[src/rtl/sram_ctrl_pkg.sv]
package sram_ctrl_pkg;

  typedef enum logic [2:0] {
    ST_IDLE,
    ST_RD,
    ST_RD_FLT,
    ST_WR,
    ST_WR_END
  } st_e;

  // ceil(ns / period), at least one cycle
  function automatic int unsigned ns2cyc(int unsigned ns, int unsigned per);
    int unsigned c;
    c = (ns + per - 1) / per;
    return (c == 0) ? 1 : c;
  endfunction

  function automatic int unsigned max2(int unsigned a, int unsigned b);
    return (a > b) ? a : b;
  endfunction

endpackage

[src/rtl/sram_wait_timer.sv]
module sram_wait_timer #(
  parameter int unsigned CW = 5
) (
  input  logic          clk_i,
  input  logic          rst_ni,
  input  logic          load_i,
  input  logic [CW-1:0] load_val_i,
  output logic          done_o
);

  logic [CW-1:0] cnt_q;

  always_ff @(posedge clk_i or negedge rst_ni) begin
    if (!rst_ni)               cnt_q <= '0;
    else if (load_i)           cnt_q <= load_val_i;
    else if (cnt_q != '0)      cnt_q <= cnt_q - 1'b1;
  end

  assign done_o = (cnt_q == '0);


  wait_not_short_chk: assert property (@(posedge clk_i) disable iff (!rst_ni)
    (load_i && load_val_i != '0) |=> !done_o);

endmodule

[src/rtl/sram_req_hold.sv]
module sram_req_hold #(
  parameter int unsigned AW = 13,
  parameter int unsigned DW = 8
) (
  input  logic          clk_i,
  input  logic          rst_ni,
  input  logic          capture_i,
  input  logic          we_i,
  input  logic [AW-1:0] addr_i,
  input  logic [DW-1:0] data_i,
  output logic          we_o,
  output logic [AW-1:0] addr_o,
  output logic [DW-1:0] data_o
);

  always_ff @(posedge clk_i or negedge rst_ni) begin
    if (!rst_ni) begin
      we_o   <= 1'b0;
      addr_o <= '0;
      data_o <= '0;
    end else if (capture_i) begin
      we_o   <= we_i;
      addr_o <= addr_i;
      data_o <= data_i;
    end
  end

endmodule

[src/rtl/sram_ctrl.sv]
module sram_ctrl
  import sram_ctrl_pkg::*;
#(
  parameter int unsigned AW            = 13,
  parameter int unsigned DW            = 8,
  parameter int unsigned CLK_PERIOD_NS = 5,
  parameter bit          SLOW_GRADE    = 1'b0
) (
  input  logic          clk_i,
  input  logic          rst_ni,
  input  logic          req_valid_i,
  output logic          req_ready_o,
  input  logic          req_we_i,
  input  logic [AW-1:0] req_addr_i,
  input  logic [DW-1:0] req_wdata_i,
  output logic          rsp_valid_o,
  output logic [DW-1:0] rsp_rdata_o,
  output logic [AW-1:0] ram_addr_o,
  output logic          ram_ce1_n_o,
  output logic          ram_ce2_o,
  output logic          ram_oe_n_o,
  output logic          ram_we_n_o,
  output logic [DW-1:0] ram_dq_o,
  output logic          ram_dq_oe_o,
  input  logic [DW-1:0] ram_dq_i
);

  localparam int unsigned CYC_NS = SLOW_GRADE ? 100 : 70;
  localparam int unsigned ACC_NS = SLOW_GRADE ? 100 : 70;
  localparam int unsigned OEA_NS = SLOW_GRADE ? 50  : 40;
  localparam int unsigned WP_NS  = SLOW_GRADE ? 70  : 50;
  localparam int unsigned CW_NS  = SLOW_GRADE ? 90  : 65;
  localparam int unsigned DS_NS  = SLOW_GRADE ? 40  : 35;
  localparam int unsigned HZ_NS  = SLOW_GRADE ? 35  : 25;

  localparam int unsigned RD_CYC  = ns2cyc(max2(CYC_NS, max2(ACC_NS, OEA_NS)), CLK_PERIOD_NS);
  localparam int unsigned WR_CYC  = ns2cyc(max2(max2(CYC_NS, CW_NS), max2(WP_NS, DS_NS)), CLK_PERIOD_NS);
  localparam int unsigned HZ_CYC  = ns2cyc(HZ_NS, CLK_PERIOD_NS);
  localparam int unsigned CNT_MAX = max2(RD_CYC, max2(WR_CYC, HZ_CYC));
  localparam int unsigned TW      = $clog2(CNT_MAX + 1);

  st_e           st_q;
  logic          accept;
  logic          t_load;
  logic [TW-1:0] t_val;
  logic          t_done;
  logic          hold_we;

  assign req_ready_o = (st_q == ST_IDLE);
  assign accept      = req_valid_i && req_ready_o;

  sram_req_hold #(.AW(AW), .DW(DW)) u_hold (
    .clk_i     (clk_i),
    .rst_ni    (rst_ni),
    .capture_i (accept),
    .we_i      (req_we_i),
    .addr_i    (req_addr_i),
    .data_i    (req_wdata_i),
    .we_o      (hold_we),
    .addr_o    (ram_addr_o),
    .data_o    (ram_dq_o)
  );

  always_comb begin
    t_load = 1'b0;
    t_val  = '0;
    if (accept) begin
      t_load = 1'b1;
      t_val  = req_we_i ? TW'(WR_CYC - 1) : TW'(RD_CYC - 1);
    end else if (st_q == ST_RD && t_done) begin
      t_load = 1'b1;
      t_val  = TW'(HZ_CYC - 1);
    end
  end

  sram_wait_timer #(.CW(TW)) u_timer (
    .clk_i      (clk_i),
    .rst_ni     (rst_ni),
    .load_i     (t_load),
    .load_val_i (t_val),
    .done_o     (t_done)
  );

  always_ff @(posedge clk_i or negedge rst_ni) begin
    if (!rst_ni) begin
      st_q        <= ST_IDLE;
      ram_ce1_n_o <= 1'b1;
      ram_ce2_o   <= 1'b0;
      ram_oe_n_o  <= 1'b1;
      ram_we_n_o  <= 1'b1;
      ram_dq_oe_o <= 1'b0;
      rsp_valid_o <= 1'b0;
      rsp_rdata_o <= '0;
    end else begin
      rsp_valid_o <= 1'b0;
      unique case (st_q)
        ST_IDLE: if (accept) begin
          ram_ce1_n_o <= 1'b0;
          ram_ce2_o   <= 1'b1;
          if (req_we_i) begin
            ram_we_n_o  <= 1'b0;
            ram_dq_oe_o <= 1'b1;
            st_q        <= ST_WR;
          end else begin
            ram_oe_n_o  <= 1'b0;
            st_q        <= ST_RD;
          end
        end
        ST_RD: if (t_done) begin
          rsp_rdata_o <= ram_dq_i;
          rsp_valid_o <= 1'b1;
          ram_ce1_n_o <= 1'b1;
          ram_ce2_o   <= 1'b0;
          ram_oe_n_o  <= 1'b1;
          st_q        <= ST_RD_FLT;
        end
        // RAM outputs still floating: keep own driver off
        ST_RD_FLT: if (t_done) st_q <= ST_IDLE;
        ST_WR: if (t_done) begin
          ram_we_n_o  <= 1'b1;
          ram_ce1_n_o <= 1'b1;
          ram_ce2_o   <= 1'b0;
          st_q        <= ST_WR_END;
        end
        ST_WR_END: begin
          ram_dq_oe_o <= 1'b0;
          st_q        <= ST_IDLE;
        end
        default: st_q <= ST_IDLE;
      endcase
    end
  end

  logic sel;
  assign sel = !ram_ce1_n_o && ram_ce2_o;


  no_reaccept_chk: assert property (@(posedge clk_i) disable iff (!rst_ni)
    accept |=> !req_ready_o);

  wr_flag_match_chk: assert property (@(posedge clk_i) disable iff (!rst_ni)
    !ram_we_n_o |-> hold_we);

  rsp_pulse_chk: assert property (@(posedge clk_i) disable iff (!rst_ni)
    rsp_valid_o |=> !rsp_valid_o);

  rsp_from_read_chk: assert property (@(posedge clk_i) disable iff (!rst_ni)
    rsp_valid_o |-> $past(!ram_oe_n_o) && ram_we_n_o);

  addr_stable_chk: assert property (@(posedge clk_i) disable iff (!rst_ni)
    (sel && $past(sel)) |-> $stable(ram_addr_o));

  wdata_stable_chk: assert property (@(posedge clk_i) disable iff (!rst_ni)
    (!ram_we_n_o && $past(!ram_we_n_o)) |-> ($stable(ram_dq_o) && ram_dq_oe_o));

  data_hold_chk: assert property (@(posedge clk_i) disable iff (!rst_ni)
    $rose(ram_we_n_o) |-> ram_dq_oe_o);

  no_bus_fight_chk: assert property (@(posedge clk_i) disable iff (!rst_ni)
    ram_dq_oe_o |-> ram_oe_n_o);

  strobe_excl_chk: assert property (@(posedge clk_i) disable iff (!rst_ni)
    !(!ram_oe_n_o && !ram_we_n_o));

  strobe_sel_chk: assert property (@(posedge clk_i) disable iff (!rst_ni)
    (!ram_oe_n_o || !ram_we_n_o) |-> sel);

endmodule

[config.mk]
export PLATFORM = sky130hd
export DESIGN_NAME = sram_ctrl
export DESIGN_NICKNAME = d
export VERILOG_FILES = /design/src/rtl/sram_ctrl_pkg.sv /design/src/rtl/sram_wait_timer.sv /design/src/rtl/sram_req_hold.sv /design/src/rtl/sram_ctrl.sv
export SDC_FILE = /design/constraint.sdc
export NUM_CORES = 1
export LEC_CHECK = 0
export BUFFER_PORTS_ARGS = -buffer_cell sky130_fd_sc_hd__buf_2
export CAP_MARGIN = 20
export CORE_MARGIN = 10
export CORE_UTILIZATION = 45
export CTS_BUF_LIST = sky130_fd_sc_hd__clkbuf_4 sky130_fd_sc_hd__clkbuf_8
export DETAILED_ROUTE_END_ITERATION = 12
export HOLD_SLACK_MARGIN = 0.12
export PLACE_DENSITY = 0.74
export SLEW_MARGIN = 40
export SYNTH_ARGS = -nofsm -noshare
export SYNTH_HDL_FRONTEND = slang
export SYNTH_HIERARCHICAL = 1
export SYNTH_SLANG_ARGS = --single-unit
[constraint.sdc]
create_clock -name clk_i -period 6.1 [get_ports clk_i]
set_clock_uncertainty 0.1 [all_clocks]
set_input_delay 0.305 -clock clk_i [delete_from_list [all_inputs] [get_ports clk_i]]
set_output_delay 0.305 -clock clk_i [all_outputs]
set_load 0.02 [all_outputs]
==> results by group <==
Run status
  – Result of the run: complete, no violations

Floorplanning
  – Top Ports: 69
  – Core Rows: 22
  – Starting density of the core: 0.4747
  – Die height: 82.62 um
  – Area of the placeable core: 3716 um^2
  – Die footprint: 6825 um^2
  – Die extent in x: 82.62 um

Yosys
  – Per-instance average area after synthesis: 14.58 um^2
  – Area of the mapped netlist: 1764 um^2
  – Synthesized netlist net count: 155
  – Total of warnings raised by yosys: 6
  – Instance count of the mapped netlist: 121

Final layout
  – Fraction of final layout cells with drive strength greater than 1: 0.5959
  – Area growth from synthesis to layout: 27.09%
  – Combined flip-flop and latch cell area: 1055 um^2
  – Number of fillers in the final layout: 314
  – Inserted Diodes: 0
  – Number of nets in the finished design: 226
  – Footprint of the multi-input gates: 650.6 um^2

Power
  – Peak supply drop: 0.2595 mV
  – Pwr dens: 567.2 nW/um^2
  – Leakage: 1.072 nW

Min path
  – Min-delay src: req_addr_i[4]
  – Hold Crit Class: primary input to register
  – WHS Endpoint: u_hold/addr_o[4]$_DFFE_PN0P_
  – Worst hold path cell count: 2

STA
  – Total negative slack: 0 ns
  – Final setup fails: 0
  – Achievable clock frequency: 0.4132 GHz
  – Transition time at the pin with the least slew margin: 0.7295 ns
  – Setup slack after layout: 3.680 ns
  – Minimum clock period after layout: 2.420 ns
  – Portion of the clock cycle consumed by the worst path in the final layout: 0.3967
  – RSZ-0062 raised after global routing: false
  – Relative max-transition margin: 0.5116
  – Final max-slew violation count: 0
  – Hold violation count in the final report: 0

Setup path
  – Critical path cell sequence: inv_1, ha_1, nor3b_4, and4bb_2, or2_2, nor3_1, a221o_1
  – Sort of element at the start of the critical path: register
  – Endpoint of the lowest-slack register-to-register path: u_timer/cnt_q[3]$_DFFE_PN0P_
  – Start-to-end type of the worst setup path: register to register
  – Cell with the biggest individual delay on the critical path: and4bb_2
  – Kind of capture point of the worst setup path: register
  – RR Startpoint: u_timer/cnt_q[0]$_DFFE_PN0P_
  – CP Data Required Time: 6.17 ns
  – Biggest cell delay along the critical path: 0.47 ns
  – Largest fanout on the critical path: 12
  – Data arrival at the endpoint of the critical path: 2.49 ns
  – R2R setup slack: 3.68 ns
  – Worst Reg-to-Reg Cells: 7

CTS
  – CTS H-tree depth: 2
  – Clock tree from TritonCTS: done
  – Number of gates resized after cts: 0
  – Number of buffers created by CTS: 5
  – Buffer cell driving the clock tree root: clkbuf_8
  – Clock latency of the later-clocked register in the worst-skew pair: 0.28 ns
  – Clock-pin slew on the worst setup and hold paths: 0.08 ns
  – Largest buffer count on any clock path: 2
  – Clk sink count: 42

Detailed routing
  – Detailed-routing iteration count for the pre-antenna-repair pass: 4
  – Total vias in the final route: 1212
  – Aggregate routed wire length: 3772 um
  – Detail Route Antenna Nets: 0
  – Per-cell via count in the routed design: 5.029
  – Average wire per cell in the routed design: 15.65 um
  – Iter 0 DRT Violations: 28
  – DRC Markers: 0

Place
  – Port Buffers: 68
  – Final weighted congestion in routability-driven placement: 0.6963
  – DP Worst Slack: 3.710 ns
  – HPWL after detailed placement: 2895 um

Global route
  – Global-route wire length before repair: 5823 um
  – Initial antenna violation count: 0
  – Global route overflow: 0
  – Pin count of the biggest net entering global routing: 43
  – Global routing usage summed across all routing layers: 0.1105
  – Vias in the first global route: 1297

Job
  – Max Cap Viol: 0
## stage by stage
step / utilization / std cells / instance area [um^2] / hold WS (ns) / power [W]
after floorplan: - / 121 / 1764 / -0.09059 / 0.0009209
after global placement: 0.5717 / 231 / 2125 / 0.3660 / 0.001080
after detailed placement: 0.5724 / 231 / 2127 / 0.2149 / 0.001107
after CTS: 0.6034 / 241 / 2242 / 0.1339 / 0.001293
after global routing: 0.6034 / 241 / 2242 / 0.1326 / 0.001360
final: 0.6034 / 241 / 2242 / 0.1443 / 0.001272
## per-layer routing
| metal | up-vias | track usage | routed length (um) |
|---|---|---|---|
| met5 | - | 0 | 0 |
| met4 | 0 | 0.05017 | 49 |
| met3 | 5 | 0.05724 | 434 |
| met2 | 47 | 0.1812 | 1818 |
| met1 | 591 | 0.1164 | 1470 |
| li1 | 569 | - | - |
## placed cells by master (no fill, tap or decap), types with 2 or more instances in the layout
cell,instances
a2bb2oi_1,2
nor3_1,3
mux2i_1,2
clkbuf_8,6
dfstp_2,3
inv_1,3
nor3b_1,3
nor2b_1,2
buf_4,2
nand2b_1,2
nand2_1,3
dfrtp_1,39
mux2_2,30
a211o_1,3
buf_2,67
dlygate4sd3_1,2
## where the power goes
group,total (W),internal [W],leakage (nW),switching (W)
Sequential,0.000508,0.000418,0.497,0.0000896
Clock,0.000180,0.0000909,0.0472,0.0000895
Combinational,0.000583,0.000266,0.528,0.000318
Total,0.00127,0.000775,1.07,0.000497
## state kept, by name, summed over array words and instances (netlist names), 3 cells and up
signal         cells
u_hold/addr_o     13
rsp_rdata_o        8
u_hold/data_o      8
u_timer/cnt_q      4
st_q               3
## area by class of cell
cell class | instances | share of cell area
inverters | 3 | 0.005022
repair buffers | 71 | 0.1652
clock inverters | 2 | 0.005580
flip-flops and latches | 42 | 0.4704
multi-input cells | 69 | 0.2902
clock buffers | 6 | 0.03683
well taps | 48 | 0.02679
## what timing repair did
action,4_1_cts,5_1_grt
hold endpoints to repair,40,0
setup endpoints to repair,0,0
hold buffers,2,0
setup buffers,0,0
## worst max-delay path: cells and delay by family, from the launching register on
kind | cells | cell delay [ns]
and+or+nand+nor | 4 | 1.18
DFF | 1 | 0.39
AOI/OAI and AO/OA | 1 | 0.32
adders and majority gates | 1 | 0.22
buffers and inverters | 1 | 0.10
## worst max path at each step
| stage | start | endpoint | slack (ns) | cells after the start |
|---|---|---|---|---|
| after detailed placement | u_timer/cnt_q[0]$_DFFE_PN0P_ | u_timer/cnt_q[3]$_DFFE_PN0P_ | 3.71 | 7 |
| after global placement | u_timer/cnt_q[0]$_DFFE_PN0P_ | u_timer/cnt_q[3]$_DFFE_PN0P_ | 3.82 | 7 |
| after global routing | u_timer/cnt_q[0]$_DFFE_PN0P_ | u_timer/cnt_q[3]$_DFFE_PN0P_ | 3.56 | 7 |
| after floorplan | u_timer/cnt_q[0]$_DFFE_PN0P_ | u_timer/cnt_q[3]$_DFFE_PN0P_ | 3.75 | 9 |
| final | u_timer/cnt_q[0]$_DFFE_PN0P_ | u_timer/cnt_q[3]$_DFFE_PN0P_ | 3.68 | 7 |
| after CTS | u_timer/cnt_q[0]$_DFFE_PN0P_ | u_timer/cnt_q[3]$_DFFE_PN0P_ | 3.70 | 7 |
(Power assumes the default switching activity.)
